## src/rtl/kbwake_pkg.sv

```systemverilog
package kbwake_pkg;
  // byte width of the received stream
  localparam int unsigned KB_BYTE_W  = 8;
  // deepest sequence (power of two)
  localparam int unsigned KB_SEQ_MAX = 8;
  // number of concurrent sequence matchers
  localparam int unsigned KB_NSEQ    = 4;

  typedef enum logic [1:0] {
    SEQ_PASSWORD = 2'd0,
    SEQ_POWER    = 2'd1,
    SEQ_SLEEP    = 2'd2,
    SEQ_RESUME   = 2'd3
  } kb_seq_e;
endpackage

```

## src/rtl/kbwake_matcher.sv

```systemverilog
module kbwake_matcher #(
  parameter int unsigned BYTE_W  = 8,
  parameter int unsigned SEQ_MAX = 8,
  localparam int unsigned PW     = $clog2(SEQ_MAX),
  localparam int unsigned AW     = PW + 1
) (
  input  logic              clk,
  input  logic              rst_n,
  input  logic              byte_vld,
  input  logic [BYTE_W-1:0] byte_dat,
  input  logic              wr_en,
  input  logic [AW-1:0]     wr_addr,
  input  logic [BYTE_W-1:0] wr_data,
  output logic              hit_o,
  output logic [PW-1:0]     pos_o
);
  logic [BYTE_W-1:0] pat_q [SEQ_MAX];
  logic [PW-1:0]     len_m1_q;
  logic [PW-1:0]     pos_q;
  logic              hit_q;

  // named internal events
  logic              cur_eq;
  logic              first_eq;
  logic              at_last;
  logic              step_hit;
  logic [PW-1:0]     step_pos;

  // Next position after one byte: {hit, new position}
  function automatic logic [PW:0] advance(input logic [PW-1:0] pos,
                                          input logic eq_cur,
                                          input logic eq_first,
                                          input logic last);
    if (eq_cur && last)  return {1'b1, {PW{1'b0}}};
    if (eq_cur)          return {1'b0, pos + PW'(1)};
    if (eq_first)        return {1'b0, PW'(1)};
    return {1'b0, {PW{1'b0}}};
  endfunction

  assign cur_eq   = (byte_dat == pat_q[pos_q]);
  assign first_eq = (byte_dat == pat_q[0]);
  assign at_last  = (pos_q == len_m1_q);
  assign {step_hit, step_pos} = advance(pos_q, cur_eq, first_eq, at_last);

  genvar gi;
  generate
    for (gi = 0; gi < SEQ_MAX; gi++) begin : g_pat
      always_ff @(posedge clk or negedge rst_n) begin
        if (!rst_n)
          pat_q[gi] <= '0;
        else if (wr_en && !wr_addr[AW-1] && (wr_addr[PW-1:0] == PW'(gi)))
          pat_q[gi] <= wr_data;
      end
    end
  endgenerate

  always_ff @(posedge clk or negedge rst_n) begin
    if (!rst_n)
      len_m1_q <= PW'(SEQ_MAX - 1);
    else if (wr_en && wr_addr[AW-1])
      len_m1_q <= wr_data[PW-1:0];
  end

  always_ff @(posedge clk or negedge rst_n) begin
    if (!rst_n) begin
      pos_q <= '0;
      hit_q <= 1'b0;
    end else if (wr_en) begin
      pos_q <= '0;
      hit_q <= 1'b0;
    end else if (byte_vld) begin
      pos_q <= step_pos;
      hit_q <= step_hit;
    end else begin
      hit_q <= 1'b0;
    end
  end

  assign hit_o = hit_q;
  assign pos_o = pos_q;
endmodule

```

## src/rtl/kbwake_anykey.sv

```systemverilog
module kbwake_anykey (
  input  logic clk,
  input  logic rst_n,
  input  logic byte_vld,
  input  logic enable,
  output logic pulse_o
);
  logic pulse_q;

  always_ff @(posedge clk or negedge rst_n) begin
    if (!rst_n) pulse_q <= 1'b0;
    else        pulse_q <= byte_vld & enable;
  end

  assign pulse_o = pulse_q;
endmodule

```

## src/rtl/kbwake_seq_top.sv

```systemverilog
module kbwake_seq_top
  import kbwake_pkg::*;
#(
  parameter int unsigned BYTE_W  = KB_BYTE_W,
  parameter int unsigned SEQ_MAX = KB_SEQ_MAX,
  parameter int unsigned NSEQ    = KB_NSEQ,
  localparam int unsigned PW     = $clog2(SEQ_MAX),
  localparam int unsigned AW     = PW + 1,
  localparam int unsigned SW     = $clog2(NSEQ)
) (
  input  logic              clk,
  input  logic              rst_n,
  input  logic              byte_vld,
  input  logic [BYTE_W-1:0] byte_dat,
  input  logic              cfg_we,
  input  logic [SW-1:0]     cfg_sel,
  input  logic [AW-1:0]     cfg_addr,
  input  logic [BYTE_W-1:0] cfg_wdata,
  input  logic              anykey_en,
  output logic [NSEQ-1:0]   wake_seq,
  output logic              wake_any
);
  // match positions of all matchers, brought out for the checker
  logic [NSEQ*PW-1:0] pos_flat;
  // per-matcher write strobes
  logic [NSEQ-1:0]    sel_we;

  genvar gs;
  generate
    for (gs = 0; gs < NSEQ; gs++) begin : g_seq
      assign sel_we[gs] = cfg_we && (cfg_sel == SW'(gs));

      kbwake_matcher #(
        .BYTE_W (BYTE_W),
        .SEQ_MAX(SEQ_MAX)
      ) match_i (
        .clk     (clk),
        .rst_n   (rst_n),
        .byte_vld(byte_vld),
        .byte_dat(byte_dat),
        .wr_en   (sel_we[gs]),
        .wr_addr (cfg_addr),
        .wr_data (cfg_wdata),
        .hit_o   (wake_seq[gs]),
        .pos_o   (pos_flat[gs*PW +: PW])
      );
    end
  endgenerate

  kbwake_anykey any_i (
    .clk     (clk),
    .rst_n   (rst_n),
    .byte_vld(byte_vld),
    .enable  (anykey_en),
    .pulse_o (wake_any)
  );
endmodule

```

## config.mk

```make
export PLATFORM = sky130hd
export DESIGN_NAME = kbwake_seq_top
export DESIGN_NICKNAME = d
export VERILOG_FILES = /design/src/rtl/kbwake_pkg.sv /design/src/rtl/kbwake_matcher.sv /design/src/rtl/kbwake_anykey.sv /design/src/rtl/kbwake_seq_top.sv
export SDC_FILE = /design/constraint.sdc
export NUM_CORES = 1
export LEC_CHECK = 0
export BUFFER_PORTS_ARGS = -buffer_cell sky130_fd_sc_hd__buf_2
export CORE_UTILIZATION = 51
export DETAILED_ROUTE_END_ITERATION = 16
export PLACE_DENSITY = 0.67
export SLEW_MARGIN = 30
export SYNTH_ARGS = -nofsm -noshare
export SYNTH_HDL_FRONTEND = slang
export SYNTH_HIERARCHICAL = 1
export SYNTH_SLANG_ARGS = --single-unit
```

## constraint.sdc

```tcl
create_clock -name clk -period 3.5 [get_ports clk]
set_input_delay 0.175 -clock clk [delete_from_list [all_inputs] [get_ports clk]]
set_output_delay 0.175 -clock clk [all_outputs]
set_load 0.02 [all_outputs]
```

==> Word-level counts from Yosys, hierarchy flattened <==
Index checks and enable logic that the tools add are counted.
{ "word_totals": {"ff_bits": 285, "mem_count": 0, "out_inout_bits": 5, "latch_bits": 0, "wordCells": 211, "romBits": 0, "inputBits": 27, "ramBits": 0} }
{ "classes": {"order_cmp": 4, "addsub": 4, "n_mux": 76, "n_eq_ne": 22, "n_shift": 0, "bitwise_logic": 5, "n_reduce_logical": 55, "n_mul": 0, "n_div": 0} }
{ "op_table": {"columns": ["op", "n"], "rows": [
  ["binary-select mux 8 bit (select 3 bit)", 4],
  ["two-way mux 4 bit", 24],
  ["== test 8 bit", 8],
  ["two-way mux 8 bit", 8],
  ["logical AND 1 bit", 48],
  ["two-way mux 1 bit", 32],
  ["two-way mux 3 bit", 8],
  [">= comparator 4 bit (second input constant)", 4],
  ["NOT 3 -> 4 bit", 4],
  ["adder 3 x 1 -> 3 bit (second input constant)", 4],
  ["== test 3 bit", 4],
  ["== test 3 bit (second input constant)", 4],
  ["nonzero test 2 bit", 4],
  ["== test 3 x 2 -> 1 bit (second input constant)", 2],
  ["== test 2 bit (second input constant)", 2],
  ["== test 3 x 1 -> 1 bit (second input constant)", 1],
  ["zero test 3 bit", 1],
  ["== test 2 x 1 -> 1 bit (second input constant)", 1],
  ["zero test 2 bit", 1],
  ["AND 1 bit", 1],
  ["zero test 1 bit", 1]
]} }

==> Longest topological paths before layout <==
Gate-level depths: netlist of the first run.
{ "depth": {"word_depth": 15, "mapped_depth": 9, "ltp_nobuf": 7} }

==> Modules after synthesis <==
The synthesis of the first run kept the hierarchy.
{ "modules_own_cells": {"columns": ["module", "instances", "cells_per_inst", "seq_area_each_um2", "area_each_um2"], "rows": [
  ["kbwake_matcher at g_seq[1].match_i ...", 3, 240, 1780.5, 3483.3],
  ["kbwake_matcher at g_seq[0].match_i", 1, 247, 1780.5, 3504.6],
  ["kbwake_seq_top", 1, 4, 0.0, 37.5],
  ["kbwake_anykey", 1, 2, 25.0, 31.3]
]} }

==> Worst setup path before layout of the first run <==
OpenSTA, ideal clock, no wires.
{ "synth_timing": {"path_kind": "register -> register", "start": "reg g_seq[0].match_i.pos_q[1]", "end": "reg g_seq[0].match_i.hit_q", "stages_incl_launch_ff": 8, "setup_ns": 0.095, "t_arrival_ns": 2.373, "synth_period_minus_slack_ns": 2.468, "slack_ns": 1.032, "required_ns": 3.405, "path_buffers": 1, "cell_sequence": "dfrtp_1 > buf_4 > mux2i_1 > mux4_2 > xnor2_1 > or3b_1 > or4_4 > nor4_4"} }
{ "synth_between": {"elab_chain_len": 12, "word_cells_on_any_way": 17, "classes_between": "2 x eq/ne; 13 x mux; 1 x bitwise; 1 x reduce/logical"} }
{ "synth_lines": {"columns": ["item", "line", "text"], "rows": [
  ["start: declaration", "kbwake_matcher.sv:19", "logic [PW-1:0] pos_q;"],
  ["start signal: assignment", "kbwake_matcher.sv:72", "pos_q <= step_pos;"],
  ["NOT 3 -> 4 bit (not written as such)", "kbwake_matcher.sv:40", "assign cur_eq = (byte_dat == pat_q[pos_q]);"],
  ["binary-select mux 8 bit (select 3 bit)", "kbwake_matcher.sv:40", null],
  ["two-way mux 8 bit (not written as such) (2 in a row)", "kbwake_matcher.sv:40", null],
  ["== test 8 bit", "kbwake_matcher.sv:40", null],
  ["two-way mux 4 bit", "kbwake_matcher.sv:35", "if (eq_cur) return {1'b0, pos + PW'(1)};"],
  ["two-way mux 4 bit", "kbwake_matcher.sv:36", "if (eq_first) return {1'b0, PW'(1)};"],
  ["two-way mux 4 bit", "kbwake_matcher.sv:37", "return {1'b0, {PW{1'b0}}};"],
  ["two-way mux 4 bit", "kbwake_matcher.sv:36", null],
  ["two-way mux 4 bit *", "kbwake_matcher.sv:35", null],
  ["two-way mux 1 bit *", "kbwake_matcher.sv:71", "end else if (byte_vld) begin"],
  ["two-way mux 1 bit *", "kbwake_matcher.sv:68", "end else if (wr_en) begin"],
  ["end signal: assignment", "kbwake_matcher.sv:73", "hit_q <= step_hit;"],
  ["end: declaration", "kbwake_matcher.sv:20", "logic hit_q;"]
]} }
Mark *: on every way between the ends. The rest lies on a longest branch, timed or not. The select of a mux whose other input is x is not followed.
A chain may end at the register's enable or synchronous reset.

==> Final worst setup path of the first run <==
{ "layout_timing": {"start": "reg g_seq[0].match_i.pos_q[0]", "end": "reg g_seq[0].match_i.hit_q"} }
Same word-level chain as after synthesis.

==> impl_results.rst, run 1 <==
.. list-table::
   :header-rows: 1

   * - Metric
     - Value
   * - CP max stage cell
     - sky130_fd_sc_hd__dfrtp_1
   * - All-layer global routing usage
     - 23.8%
   * - Number of design-rule violations left by the first detailed-router iteration
     - 584
   * - Most frequently used flop master after synthesis
     - sky130_fd_sc_hd__dfrtp_1
   * - Ranking of synthesized cells by instance count
     - sky130_fd_sc_hd__dfrtp_1, sky130_fd_sc_hd__mux2_2, sky130_fd_sc_hd__mux2i_1, sky130_fd_sc_hd__xor2_1, sky130_fd_sc_hd__xnor2_1
   * - Top-level port count
     - 32
   * - Pwr/cell area
     - 531 nW/µm²
   * - Final HPWL from detailed placement
     - 20400 µm
   * - CTS buffer count
     - 31
   * - Routed via count
     - 8366
   * - Synthesis-to-finish area growth
     - 12.8%
   * - Maximum Capacitance Violations
     - 0
   * - Sum of routed wire length over all layers
     - 32200 µm
   * - Synthesized cell area
     - 14000 µm²
   * - Leakage power of the design
     - 7.12 nW
   * - Maximum cell stage delay along the critical path
     - 630 ps
   * - Synth Register Bits
     - 285
   * - Clock slew at reported path FFs
     - 60 ps
   * - Clock Path Buffers
     - 3
   * - Number of cell instances on the worst register-to-register path
     - 7
   * - Number of flops mapped to enable cells by yosys
     - 0
   * - Area of the core
     - 27000 µm²
   * - TritonCTS clock tree
     - done
   * - Initial antenna violation count
     - 0
   * - Endpoint class of the critical path
     - register
   * - Remaining routing DRC violations
     - 0
   * - Routability congestion estimate from global placement
     - 0.814
   * - Crit path DAT
     - 3240 ps
   * - Register-to-register path setup slack
     - 720 ps
   * - Type of the worst min-delay path
     - in -> async
   * - Largest net degree at the start of global routing
     - 116
   * - Vias in the first global route
     - 8847
   * - Capture point of the worst path
     - g_seq[0].match_i/hit_o$_DFF_PN0_
   * - Number of detailed-route iterations in the first pass
     - 5
   * - Later-pin clock latency in the skew report
     - 560 ps
   * - Maximum fanout encountered on the critical timing path
     - 9
   * - Final total negative setup slack
     - 0 ps
   * - Worst setup path startpoint
     - g_seq[0].match_i/pos_o[0]$_DFFE_PN0P_
   * - Slew of the pin with the lowest slew margin
     - 924 ps
   * - Number of hold violations in the final report
     - 0
   * - Status
     - completed
   * - Pins over their slew limit
     - 0
   * - Synth Instances
     - 973
   * - Die span in y
     - 168 µm
   * - Count of synthesis-stage warnings from yosys
     - 6
   * - Required time reported for the critical path endpoint
     - 3960 ps
   * - Clock Sink Count
     - 285
   * - Final antenna diode count
     - 0
   * - Most instantiated library cell after synthesis
     - sky130_fd_sc_hd__dfrtp_1
   * - Unrepaired setup endpoints after global routing
     - no
   * - Wire length of the first global-routing pass
     - 51800 µm
   * - Endpoint of the lowest-slack register-to-register path
     - g_seq[0].match_i/hit_o$_DFF_PN0_
   * - Slew Limit Headroom
     - 38.2%
   * - Crit share post-route
     - 79.5%
   * - Ys async rst share
     - 100%
   * - Row count
     - 60
   * - Sequence of cells on the critical path
     - buf_4, mux2_2, o22ai_1, nor3_1, or3b_1, or4_4, nor4_4
   * - Placed inst area
     - 14700 µm²
   * - Critical register-to-register path startpoint
     - g_seq[0].match_i/pos_o[0]$_DFFE_PN0P_
   * - Largest cells by area after synthesis
     - sky130_fd_sc_hd__dfrtp_1, sky130_fd_sc_hd__mux2_2, sky130_fd_sc_hd__mux4_2
   * - DR WL/cell
     - 22.8 µm
   * - Post-CTS setup-driven buffer insertion count
     - 0
   * - Average vias per placed instance
     - 5.93
   * - Worst voltage drop across the vdd grid
     - 0.402 mV
   * - Synth unique cells
     - 41
   * - Sequential area share after synthesis
     - 51.0%
   * - Post-synth top area share
     - 48.7%
   * - Nets in the synthesized netlist
     - 1004
   * - Mapped Avg Cell Area
     - 14.4 µm²
   * - Setup CP Type
     - reg -> reg
   * - DIE AREA
     - 28200 µm²
   * - Die width
     - 168 µm
   * - Share of cells above drive strength 1
     - 41.0%
   * - Kind of launch point of the worst setup path
     - register
   * - Post-Route Skew
     - 12.0 ps
   * - DRT antenna net count
     - 0
   * - Number of buffer cells added on primary ports
     - 31
   * - Final Critical Period
     - 2780 ps
   * - Root Driver
     - sky130_fd_sc_hd__clkbuf_16
   * - Cell taking the most area after synthesis
     - sky130_fd_sc_hd__dfrtp_1
   * - Number of nets in the layout
     - 1077
   * - Achievable frequency
     - 359 MHz
   * - Setup violators final
     - 0
   * - H-Tree Level Count
     - 1
   * - Starting utilization of the core area
     - 52.0%
   * - Non-Filler Cell Area, Final
     - 15800 µm²
   * - Congestion Overflow GR
     - 0
-- report_power, final --
group          switching, mW  internal, mW
Combinational          0.462         0.583
Clock                   1.30          2.07
Sequential             0.251          3.74
-- flip-flops by register name, summed over array words and instances, names as in the netlist --
signal                  flops
any_i/pulse_o               1
g_seq.match_i/hit_o         4
g_seq.match_i/len_m1_q     12
g_seq.match_i/pat_q       256
g_seq.match_i/pos_o        12
-- routing by layer --
| metal | up-vias | wire (µm) | track usage, % |
|---|---|---|---|
| met1 | 4405 | 14800 | 33.1 |
| met4 | 0 | 748 | 5.66 |
| met3 | 46 | 1150 | 2.94 |
| li1 | 3771 | - | - |
| met5 | - | 0 | 0 |
| met2 | 144 | 15500 | 40.0 |
-- cells in the final DEF (no fill, tap or decap), types with 2 or more instances in the layout --
cell                              n
sky130_fd_sc_hd__nor3b_1         15
sky130_fd_sc_hd__mux4_1          16
sky130_fd_sc_hd__o21ai_1          3
sky130_fd_sc_hd__o22ai_1          5
sky130_fd_sc_hd__buf_4           38
sky130_fd_sc_hd__a21oi_1          5
sky130_fd_sc_hd__ha_1             4
sky130_fd_sc_hd__clkbuf_1        10
sky130_fd_sc_hd__clkbuf_16       31
sky130_fd_sc_hd__mux2i_1         56
sky130_fd_sc_hd__or3b_1           2
sky130_fd_sc_hd__dfrtp_1        273
sky130_fd_sc_hd__clkinv_2         2
sky130_fd_sc_hd__nand2_1         31
sky130_fd_sc_hd__nor3_1           8
sky130_fd_sc_hd__clkbuf_8         7
sky130_fd_sc_hd__nand2b_1        12
sky130_fd_sc_hd__mux2_2         272
sky130_fd_sc_hd__nand4b_1         6
sky130_fd_sc_hd__and3_1           3
sky130_fd_sc_hd__and3b_1          2
sky130_fd_sc_hd__bufinv_16        4
sky130_fd_sc_hd__a22o_1           2
sky130_fd_sc_hd__nor4_1           2
sky130_fd_sc_hd__buf_2           30
sky130_fd_sc_hd__xor2_1          38
sky130_fd_sc_hd__dlygate4sd3_1    2
sky130_fd_sc_hd__a21o_1           7
sky130_fd_sc_hd__nor2b_1          8
sky130_fd_sc_hd__xnor2_1         33
sky130_fd_sc_hd__mux4_2          30
sky130_fd_sc_hd__and4b_1          3
sky130_fd_sc_hd__nor4_4           4
sky130_fd_sc_hd__dfstp_2         12
sky130_fd_sc_hd__nand3_1         18
sky130_fd_sc_hd__nand3b_1        26
sky130_fd_sc_hd__nand4_1         15
sky130_fd_sc_hd__nor2_1          23
-- repair_timing --
| action | 4_1_cts | 5_1_grt |
|---|---|---|
| hold buffers | 2 | 0 |
| endpoints found under the hold margin | 100 | 0 |
| resized for setup | 0 | 0 |
-- how the worst min path moves through the flow --
stage | startpoint | endpoint | slack (ps) | cells after the start
global placement | rst_n | g_seq[1].match_i/pat_q[34]$_DFFE_PN0P_ | 320 | 1
floorplan | rst_n | any_i/pulse_o$_DFF_PN0_ | -120 | 0
detailed placement | rst_n | g_seq[1].match_i/pat_q[42]$_DFFE_PN0P_ | 320 | 1
global route | rst_n | g_seq[1].match_i/pat_q[34]$_DFFE_PN0P_ | 100 | 2
CTS | cfg_sel[0] | g_seq[3].match_i/pos_o[0]$_DFFE_PN0P_ | 110 | 3
finish | rst_n | g_seq[1].match_i/pat_q[34]$_DFFE_PN0P_ | 90 | 2
-- through the flow --
stage | hold WS [ps] | total power [mW] | util [%] | cells | worst slack (ps)
after floorplan | -121 | 4.70 | - | 973 | 1030
after global placement | 322 | 5.06 | 54.6 | 1351 | 796
after detailed placement | 322 | 5.10 | 54.6 | 1351 | 726
after CTS | 107 | 8.49 | 58.6 | 1409 | 711
after global routing | 103 | 8.77 | 58.7 | 1410 | 569
final | 93.4 | 8.40 | 58.7 | 1410 | 717
-- logic make-up (layout without fill, tap and decap cells) --
logic type / Yosys count / count (layout) / synth area share [%]
muxes: 374 / 374 / 33.7
DFF: 285 / 285 / 51.0
and+or+nand+nor: 182 / 182 / 8.07
xor gates and xnor gates: 71 / 71 / 4.43
buffers and inverters: 34 / 130 / 1.48
AOI/OAI and AO/OA: 23 / 23 / 1.04
adders and majority gates: 4 / 4 / 0.357
-- cell type report --
type / count / area [µm²]
clock buffers: 48 / 910
repair buffers: 73 / 518
well taps: 341 / 427
clock inverters: 8 / 146
inverters: 1 / 3.75
fillers: 2132 / 11100
flip-flops and latches: 285 / 7150
multi-input cells: 654 / 6670
-- worst max-delay path: cells and delay by family (launching register included) --
family | cells | cell delay, ps
muxes | 1 | 350
DFF | 1 | 630
AOI/OAI and AO/OA | 1 | 190
and+or+nand+nor | 4 | 1260
buffers and inverters | 1 | 270
(Power assumes the default switching activity.)
==> inputs of run 2 (changes only) <==
Settings changed: ABC_AREA set to 1, PLACE_DENSITY 0.67 to 0.7.
Clock period 3.5 ns to 2.4 ns, I/O delays scaled along.
==> impl_results.rst, run 2 <==
.. list-table::
   :header-rows: 1

   * - Metric
     - Value
   * - All-layer global routing usage
     - 26.9% (+3.0 points)
   * - Achievable frequency
     - 488 MHz (+36%)
   * - Clock Sink Count
     - 285 (unchanged)
   * - Number of cell instances on the worst register-to-register path
     - 10 (+3)
   * - Routed via count
     - 12900 (+54%)
   * - Synthesis-to-finish area growth
     - 9.88%
   * - Final HPWL from detailed placement
     - 25900 µm (+27%)
   * - Area of the core
     - 28700 µm² (+6.5%)
   * - Most frequent cells in the layout
     - sky130_fd_sc_hd__nand2_1, sky130_fd_sc_hd__dfrtp_1, sky130_fd_sc_hd__o21ai_0
   * - Critical path buffer and inverter count
     - 2 (+1)
   * - Unrepaired setup endpoints after global routing
     - no
   * - Row count
     - 62 (+3.3%)
   * - Worst setup path startpoint
     - g_seq[2].match_i/pos_o[2]$_DFFE_PN0P_
   * - Sum of routed wire length over all layers
     - 39400 µm (+22%)
   * - Max FFs per register
     - 256 (unchanged)
   * - Failing checks
     - design-rule violations
   * - Pwr/cell area
     - 751 nW/µm² (+41%)
   * - TritonCTS clock tree
     - done
   * - CP max stage cell
     - sky130_fd_sc_hd__dfrtp_1
   * - Post-CTS setup-driven buffer insertion count
     - 0 (unchanged)
   * - Ranking of synthesized cells by instance count
     - sky130_fd_sc_hd__nand2_1, sky130_fd_sc_hd__dfrtp_1, sky130_fd_sc_hd__o21ai_0, sky130_fd_sc_hd__inv_1, sky130_fd_sc_hd__nand3_1
   * - DR WL/cell
     - 16.2 µm (-29%)
   * - Largest cells by area after synthesis
     - sky130_fd_sc_hd__dfrtp_1, sky130_fd_sc_hd__nand2_1, sky130_fd_sc_hd__o21ai_0
   * - Maximum fanout encountered on the critical timing path
     - 12 (+3)
   * - Wire length of the first global-routing pass
     - 64500 µm (+25%)
   * - Number of nets in the layout
     - 2061 (+91%)
   * - Critical register-to-register path startpoint
     - g_seq[2].match_i/pos_o[2]$_DFFE_PN0P_
   * - Top-level port count
     - 32 (unchanged)
   * - Post-Route Skew
     - 10.9 ps (-1.12 ps)
   * - CP Depth
     - 10 (+3)
   * - Root Driver
     - sky130_fd_sc_hd__clkbuf_16
   * - Setup CP Type
     - reg -> reg
   * - Ys async rst share
     - 100% (unchanged)
   * - Crit share post-route
     - 85.4% (+5.9 points)
   * - Remaining routing DRC violations
     - 1 (+1)
   * - Worst voltage drop across the vdd grid
     - 0.495 mV (+23%)
   * - Register bank with the most flops
     - g_seq.match_i/pat_q
   * - Vias in the first global route
     - 12300 (+39%)
   * - DRT antenna net count
     - 0 (unchanged)
   * - Final Critical Period
     - 2050 ps (-733 ps)
   * - Congestion Overflow GR
     - 0 (unchanged)
   * - Synthesized cell area
     - 14900 µm² (+6.2%)
   * - Average vias per placed instance
     - 5.30 (-11%)
   * - Die span in y
     - 173 µm (+3.0%)
   * - Type of the worst min-delay path
     - in -> reg
   * - Initial antenna violation count
     - 0 (unchanged)
   * - Count of synthesis-stage warnings from yosys
     - 6 (unchanged)
   * - Clock slew at reported path FFs
     - 60 ps (about the same)
   * - Pins over their slew limit
     - 0 (unchanged)
   * - Clock Path Buffers
     - 3 (unchanged)
   * - Endpoint class of the critical path
     - register
   * - Most common cell type on the critical path
     - sky130_fd_sc_hd__nand2_1
   * - Post-synth top area share
     - 45.9% (-2.8 points)
   * - Largest net degree at the start of global routing
     - 81 (-30%)
   * - Maximum Capacitance Violations
     - 0 (unchanged)
   * - Cell taking the most area after synthesis
     - sky130_fd_sc_hd__dfrtp_1
   * - Number of design-rule violations left by the first detailed-router iteration
     - 1175 (+100%)
   * - Kind of launch point of the worst setup path
     - register
   * - Number of detailed-route iterations in the first pass
     - 11 (+6)
   * - Die width
     - 173 µm (+3.0%)
   * - Synth Register Bits
     - 285 (unchanged)
   * - Slew Limit Headroom
     - 55.9% (+18 points)
   * - Most frequently used flop master after synthesis
     - sky130_fd_sc_hd__dfrtp_1
   * - CTS buffer count
     - 31 (unchanged)
   * - Sequential area share after synthesis
     - 48.0% (-3.0 points)
   * - Register-to-register path setup slack
     - 350 ps (-370 ps)
   * - DIE AREA
     - 29900 µm² (+6.1%)
   * - Crit path DAT
     - 2500 ps (-740 ps)
   * - Number of buffer cells added on primary ports
     - 31 (unchanged)
   * - Number of hold violations in the final report
     - 0 (unchanged)
   * - Status
     - complete, but fails checks
   * - Share of cells above drive strength 1
     - 7.60% (-33 points)
   * - Capture point of the worst path
     - g_seq[2].match_i/hit_o$_DFF_PN0_
   * - Later-pin clock latency in the skew report
     - 560 ps (about the same)
   * - Final total negative setup slack
     - 0 ps (unchanged)
   * - Slew of the pin with the lowest slew margin
     - 660 ps (-265 ps)
   * - Maximum cell stage delay along the critical path
     - 670 ps (+40 ps)
   * - Starting utilization of the core area
     - 51.9% (-0.17 points)
   * - Nets in the synthesized netlist
     - 2031 (+100%)
   * - Worst-case hold slack
     - 51.2 ps (-42.2 ps)
   * - Sequence of cells on the critical path
     - inv_1, nand3_1, nand2_1, nand2_1, nand2_1, inv_1, nand2_1, nor2_2, nand3_1, nor3_1
   * - Kind of cell adding the most delay to the critical path
     - simple AND/OR/NAND/NOR gates
   * - Synth Instances
     - 2000 (+110%)
   * - Endpoint of the lowest-slack register-to-register path
     - g_seq[2].match_i/hit_o$_DFF_PN0_
   * - Mapped Avg Cell Area
     - 7.44 µm² (-48%)
   * - Commonest non-fill, non-tap cell in the layout
     - sky130_fd_sc_hd__nand2_1
   * - Most instantiated library cell after synthesis
     - sky130_fd_sc_hd__nand2_1
   * - Final antenna diode count
     - 0 (unchanged)
   * - H-Tree Level Count
     - 1 (unchanged)
   * - Setup violators final
     - 0 (unchanged)
   * - Overall power consumption
     - 12.3 mW (+46%)
   * - Number of flops mapped to enable cells by yosys
     - 0 (unchanged)
   * - Routability congestion estimate from global placement
     - 0.863 (+5.9%)
   * - Leakage power of the design
     - 8.15 nW (+14%)
   * - Synth unique cells
     - 28 (-32%)
   * - Required time reported for the critical path endpoint
     - 2850 ps (-1110 ps)
==> run 2: through the flow <==
| step | util [%] | setup WS, ps | std cells | instance area, µm² |
|---|---|---|---|---|
| 2_1_floorplan | - | 776 | 2000 | 14900 |
| 3_3_place_gp | 53.4 | 418 | 2376 | 15300 |
| 3_5_place_dp | 53.4 | 339 | 2376 | 15300 |
| 4_1_cts | 57.0 | 405 | 2437 | 16400 |
| 5_1_grt | 57.0 | 207 | 2437 | 16400 |
| 6_report | 57.0 | 350 | 2437 | 16400 |
==> run 2: logic make-up (layout without fill, tap and decap cells) <==
| family | after synthesis | in the layout | synth area share, % |
|---|---|---|---|
| and+or+nand+nor | 1068 | 1068 | 29.8 |
| buffers and inverters | 323 | 376 | 9.85 |
| DFF | 285 | 285 | 48.0 |
| AOI/OAI and AO/OA | 275 | 275 | 9.35 |
| xor gates and xnor gates | 45 | 45 | 2.65 |
| adders and majority gates | 4 | 4 | 0.336 |
==> run 2: what timing repair did <==
action	4_1_cts	5_1_grt
resized for setup	0	0
setup endpoints to repair	0	0
hold buffers	5	0
endpoints found under the hold margin	80	0
==> run 2: per-layer routing <==
metal,part of all wire (%),GRT usage (%),up-vias
li1,-,-,6339
met5,0,0,-
met1,45,36.7,6134
met4,3.4,10.1,0
met2,46,44.0,375
met3,5.1,3.25,77
==> run 2: area by class of cell <==
type                    count  area [µm²]
multi-input cells        1392        6270
repair buffers             74         551
inverters                 246         933
well taps                 384         480
clock buffers              48         930
flip-flops and latches    285        7150
clock inverters             8        42.5
fillers                  2703       12300
==> run 2: report_power, final <==
group	internal, mW	switching (mW)	total, mW
logic	0.677	1.14	1.82
registers	5.54	0.369	5.91
clock network	2.64	1.92	4.55
total	8.85	3.43	12.3
==> run 2: how the worst min path moves through the flow <==
stage | cells after the start | start | slack (ps) | endpoint
after detailed placement | 1 | rst_n | 130 | g_seq[2].match_i/pat_q[36]$_DFFE_PN0P_
after floorplan | 0 | rst_n | -180 | any_i/pulse_o$_DFF_PN0_
after CTS | 3 | cfg_wdata[4] | 20 | g_seq[2].match_i/pat_q[12]$_DFFE_PN0P_
after global placement | 1 | rst_n | 130 | g_seq[2].match_i/pat_q[36]$_DFFE_PN0P_
after global routing | 3 | cfg_wdata[4] | 20 | g_seq[2].match_i/pat_q[12]$_DFFE_PN0P_
final | 3 | cfg_wdata[4] | 50 | g_seq[2].match_i/pat_q[12]$_DFFE_PN0P_
==> run 2: worst reg2reg max path, stage by stage, from the launching register on <==
cell	delay, ps
sky130_fd_sc_hd__dfrtp_1	670
sky130_fd_sc_hd__inv_1	340
sky130_fd_sc_hd__nand3_1	220
sky130_fd_sc_hd__nand2_1	70
sky130_fd_sc_hd__nand2_1	60
sky130_fd_sc_hd__nand2_1	50
sky130_fd_sc_hd__inv_1	50
sky130_fd_sc_hd__nand2_1	50
sky130_fd_sc_hd__nor2_2	120
sky130_fd_sc_hd__nand3_1	100
sky130_fd_sc_hd__nor3_1	230
==> inputs of run 3 (changes only) <==
Settings changed: CELL_PAD_IN_SITES_DETAIL_PLACEMENT set to 1, CELL_PAD_IN_SITES_GLOBAL_PLACEMENT set to 2, CORE_UTILIZATION 51 to 34, PLACE_DENSITY 0.7 to unset, PLACE_DENSITY_LB_ADDON set to 0.1, RECOVER_POWER set to 100.
==> impl_results.rst, run 3 (synthesis results as in run 2) <==
.. list-table::
   :header-rows: 1

   * - Metric
     - Value
   * - Status
     - complete, but fails checks
   * - Failing checks
     - max-capacitance violations, max-slew violations
   * - Leakage power of the design
     - 8.15 nW (about the same)
   * - Commonest non-fill, non-tap cell in the layout
     - sky130_fd_sc_hd__nand2_1
   * - Clock Sink Count
     - 285 (unchanged)
   * - Clock Path Buffers
     - 3 (unchanged)
   * - Utilization of the core after routing
     - 38.7% (-18 points)
   * - Die span in y
     - 211 µm (+22%)
   * - Kind of cell adding the most delay to the critical path
     - simple AND/OR/NAND/NOR gates
   * - Post-Route Skew
     - 7.85 ps (-3.00 ps)
   * - Kind of launch point of the worst setup path
     - register
   * - Worst hold path cell count
     - 3 (unchanged)
   * - Final total negative setup slack
     - 0 ps (unchanged)
   * - Root Driver
     - sky130_fd_sc_hd__clkbuf_16
   * - Final HPWL from detailed placement
     - 32100 µm (+24%)
   * - Final antenna diode count
     - 0 (unchanged)
   * - Average vias per placed instance
     - 4.85 (-8.6%)
   * - Number of buffer cells added on primary ports
     - 31 (unchanged)
   * - Largest net degree at the start of global routing
     - 77 (-4.9%)
   * - Pins over their slew limit
     - 29 (+29)
   * - Register bank with the most flops
     - g_seq.match_i/pat_q
   * - Critical register-to-register path startpoint
     - g_seq[2].match_i/pos_o[0]$_DFFE_PN0P_
   * - Routed via count
     - 12900 (-0.29%)
   * - Non-Filler Cell Area, Final
     - 16700 µm² (+2.2%)
   * - H-Tree Level Count
     - 2 (+1)
   * - Maximum fanout encountered on the critical timing path
     - 31 (+19)
   * - Congestion Overflow GR
     - 0 (unchanged)
   * - Placement-stage worst setup slack
     - 286 ps (-53.8 ps)
   * - Row count
     - 76 (+23%)
   * - Endpoint class of the critical path
     - register
   * - Vias in the first global route
     - 13600 (+10%)
   * - Max FFs per register
     - 256 (unchanged)
   * - Top-level port count
     - 32 (unchanged)
   * - Number of cell instances on the worst register-to-register path
     - 11 (+1)
   * - Sum of routed wire length over all layers
     - 48000 µm (+22%)
   * - Initial antenna violation count
     - 0 (unchanged)
   * - DRT antenna net count
     - 0 (unchanged)
   * - Sink of the worst hold path
     - g_seq[0].match_i/hit_o$_DFF_PN0_
   * - Starting utilization of the core area
     - 34.5% (-17 points)
   * - Placed inst area
     - 15700 µm² (+2.2%)
   * - TritonCTS clock tree
     - done
   * - Achievable frequency
     - 473 MHz (-3.1%)
   * - Crit path DAT
     - 2520 ps (+20 ps)
   * - DIE AREA
     - 44600 µm² (+49%)
   * - Wire length of the first global-routing pass
     - 78600 µm (+22%)
   * - Setup CP Type
     - reg -> reg
   * - CP max stage cell
     - sky130_fd_sc_hd__dfrtp_1
   * - All-layer global routing usage
     - 22.8% (-4.1 points)
   * - Share of cells above drive strength 1
     - 6.17% (-1.4 points)
   * - Hold buffers post-CTS
     - 4 (-1)
   * - Number of detailed-route iterations in the first pass
     - 4 (-7)
   * - Post-cts repair resize count
     - 0 (unchanged)
   * - Routability congestion estimate from global placement
     - 0.779 (-9.7%)
   * - Number of design-rule violations left by the first detailed-router iteration
     - 591 (-50%)
   * - Critical hold path startpoint
     - byte_vld
   * - Worst voltage drop across the vdd grid
     - 0.485 mV (-2.1%)
   * - Critical path buffer and inverter count
     - 1 (-1)
   * - Die width
     - 211 µm (+22%)
   * - Remaining routing DRC violations
     - 0 (-1)
   * - DR WL/cell
     - 18.1 µm (+12%)
   * - Most frequent cells in the layout
     - sky130_fd_sc_hd__nand2_1, sky130_fd_sc_hd__dfrtp_1, sky130_fd_sc_hd__o21ai_0
   * - Crit share post-route
     - 88.1% (+2.7 points)
   * - Sequence of cells on the critical path
     - inv_4, nand2_1, nand3_1, nand3_1, nand2_1, nand2_1, nand2_1, nand3_1, nor2_1, nand3_1, nor3_1
   * - Clock slew at reported path FFs
     - 60 ps (about the same)
   * - Register-to-register path setup slack
     - 280 ps (-70 ps)
   * - Sequential standard cell area
     - 7150 µm² (unchanged)
   * - CTS buffer count
     - 36 (+16%)
   * - Fill cell count
     - 5477 (+100%)
   * - Required time reported for the critical path endpoint
     - 2800 ps (-50 ps)
   * - Number of nets in the layout
     - 2079 (+0.87%)
   * - Maximum cell stage delay along the critical path
     - 460 ps (-210 ps)
   * - Final Critical Period
     - 2120 ps (+66.0 ps)
   * - Setup WS post-layout
     - 284 ps (-66.0 ps)
   * - Post-CTS setup-driven buffer insertion count
     - 0 (unchanged)
   * - Area occupied by multi-input gates
     - 6260 µm² (-0.18%)
   * - Pwr/cell area
     - 782 nW/µm² (+4.1%)
   * - Synthesis-to-finish area growth
     - 12.3%
   * - Unrepaired setup endpoints after global routing
     - no
   * - Endpoint of the lowest-slack register-to-register path
     - g_seq[2].match_i/hit_o$_DFF_PN0_
   * - Type of the worst min-delay path
     - in -> reg
   * - Number of hold violations in the final report
     - 0 (unchanged)
   * - Later-pin clock latency in the skew report
     - 540 ps (-20 ps)
   * - Area of the core
     - 43200 µm² (+50%)
   * - Slew Limit Headroom
     - -4.50% (-60 points)
   * - Setup violators final
     - 0 (unchanged)
   * - Overall power consumption
     - 13.1 mW (+6.4%)
   * - Slew of the pin with the lowest slew margin
     - 1570 ps (+908 ps)
   * - Maximum Capacitance Violations
     - 1 (+1)
[run 3: changes by cell type in the layout (fill, tap and decap cells not counted), sizes merged]
| cell | before | now |
|---|---|---|
| clkbuf | 48 | 92 |
| dlygate4sd3 | 5 | 4 |
| bufinv | 0 | 1 |
| buf | 69 | 49 |
| clkinv | 7 | 3 |
[run 3: cell type report]
| cell class | instances | area share, % |
|---|---|---|
| Clock buffer | 58 | 6.49 |
| Clock inverter | 5 | 0.314 |
| Inverter | 246 | 5.58 |
| Multi-Input combinational cell | 1392 | 37.5 |
| Sequential cell | 285 | 42.8 |
| Tap cell | 585 | 4.38 |
| Timing Repair Buffer | 87 | 3.02 |
[run 3: where the power goes]
part	switching [mW]	total (mW)	internal (mW)	leakage, nW
clock network	2.13	5.31	3.19	0.555
logic	1.19	1.86	0.671	4.03
registers	0.366	5.90	5.54	3.56
[run 3: worst min-delay path, cell delays in order]
cell and delay (ps):
sky130_fd_sc_hd__buf_2 180, sky130_fd_sc_hd__nand2_1 160, sky130_fd_sc_hd__nor2_1 80
[run 3: through the flow]
stage	hold WS, ps	instances
global route	62.2	2658
finish	57.6	2658
global placement	41.2	2591
CTS	31.8	2658
detailed placement	42.0	2591
floorplan	-176	2000
[run 3: how the worst max path moves through the flow]
stage | slack (ps) | from | endpoint | cells past startpoint
2_1_floorplan | 780 | g_seq[0].match_i/pos_o[0]$_DFFE_PN0P_ | g_seq[0].match_i/pos_o[0]$_DFFE_PN0P_ | 14
3_3_place_gp | 310 | g_seq[2].match_i/pos_o[0]$_DFFE_PN0P_ | g_seq[2].match_i/hit_o$_DFF_PN0_ | 11
3_5_place_dp | 290 | g_seq[0].match_i/pos_o[1]$_DFFE_PN0P_ | g_seq[0].match_i/hit_o$_DFF_PN0_ | 12
4_1_cts | 240 | g_seq[0].match_i/pos_o[1]$_DFFE_PN0P_ | g_seq[0].match_i/hit_o$_DFF_PN0_ | 12
5_1_grt | 50 | g_seq[2].match_i/pos_o[0]$_DFFE_PN0P_ | g_seq[2].match_i/hit_o$_DFF_PN0_ | 11
6_report | 280 | g_seq[2].match_i/pos_o[0]$_DFFE_PN0P_ | g_seq[2].match_i/hit_o$_DFF_PN0_ | 11
[run 3: metal layers]
metal | part of all wire [%] | routed length (µm) | up-vias | track usage (%)
met5 | 0 | 0 | - | 0
met4 | 2.3 | 1110 | 0 | 6.65
met3 | 2.5 | 1220 | 56 | 2.72
met2 | 46 | 22300 | 127 | 37.9
met1 | 49 | 23400 | 6323 | 31.1
li1 | - | - | 6382 | -
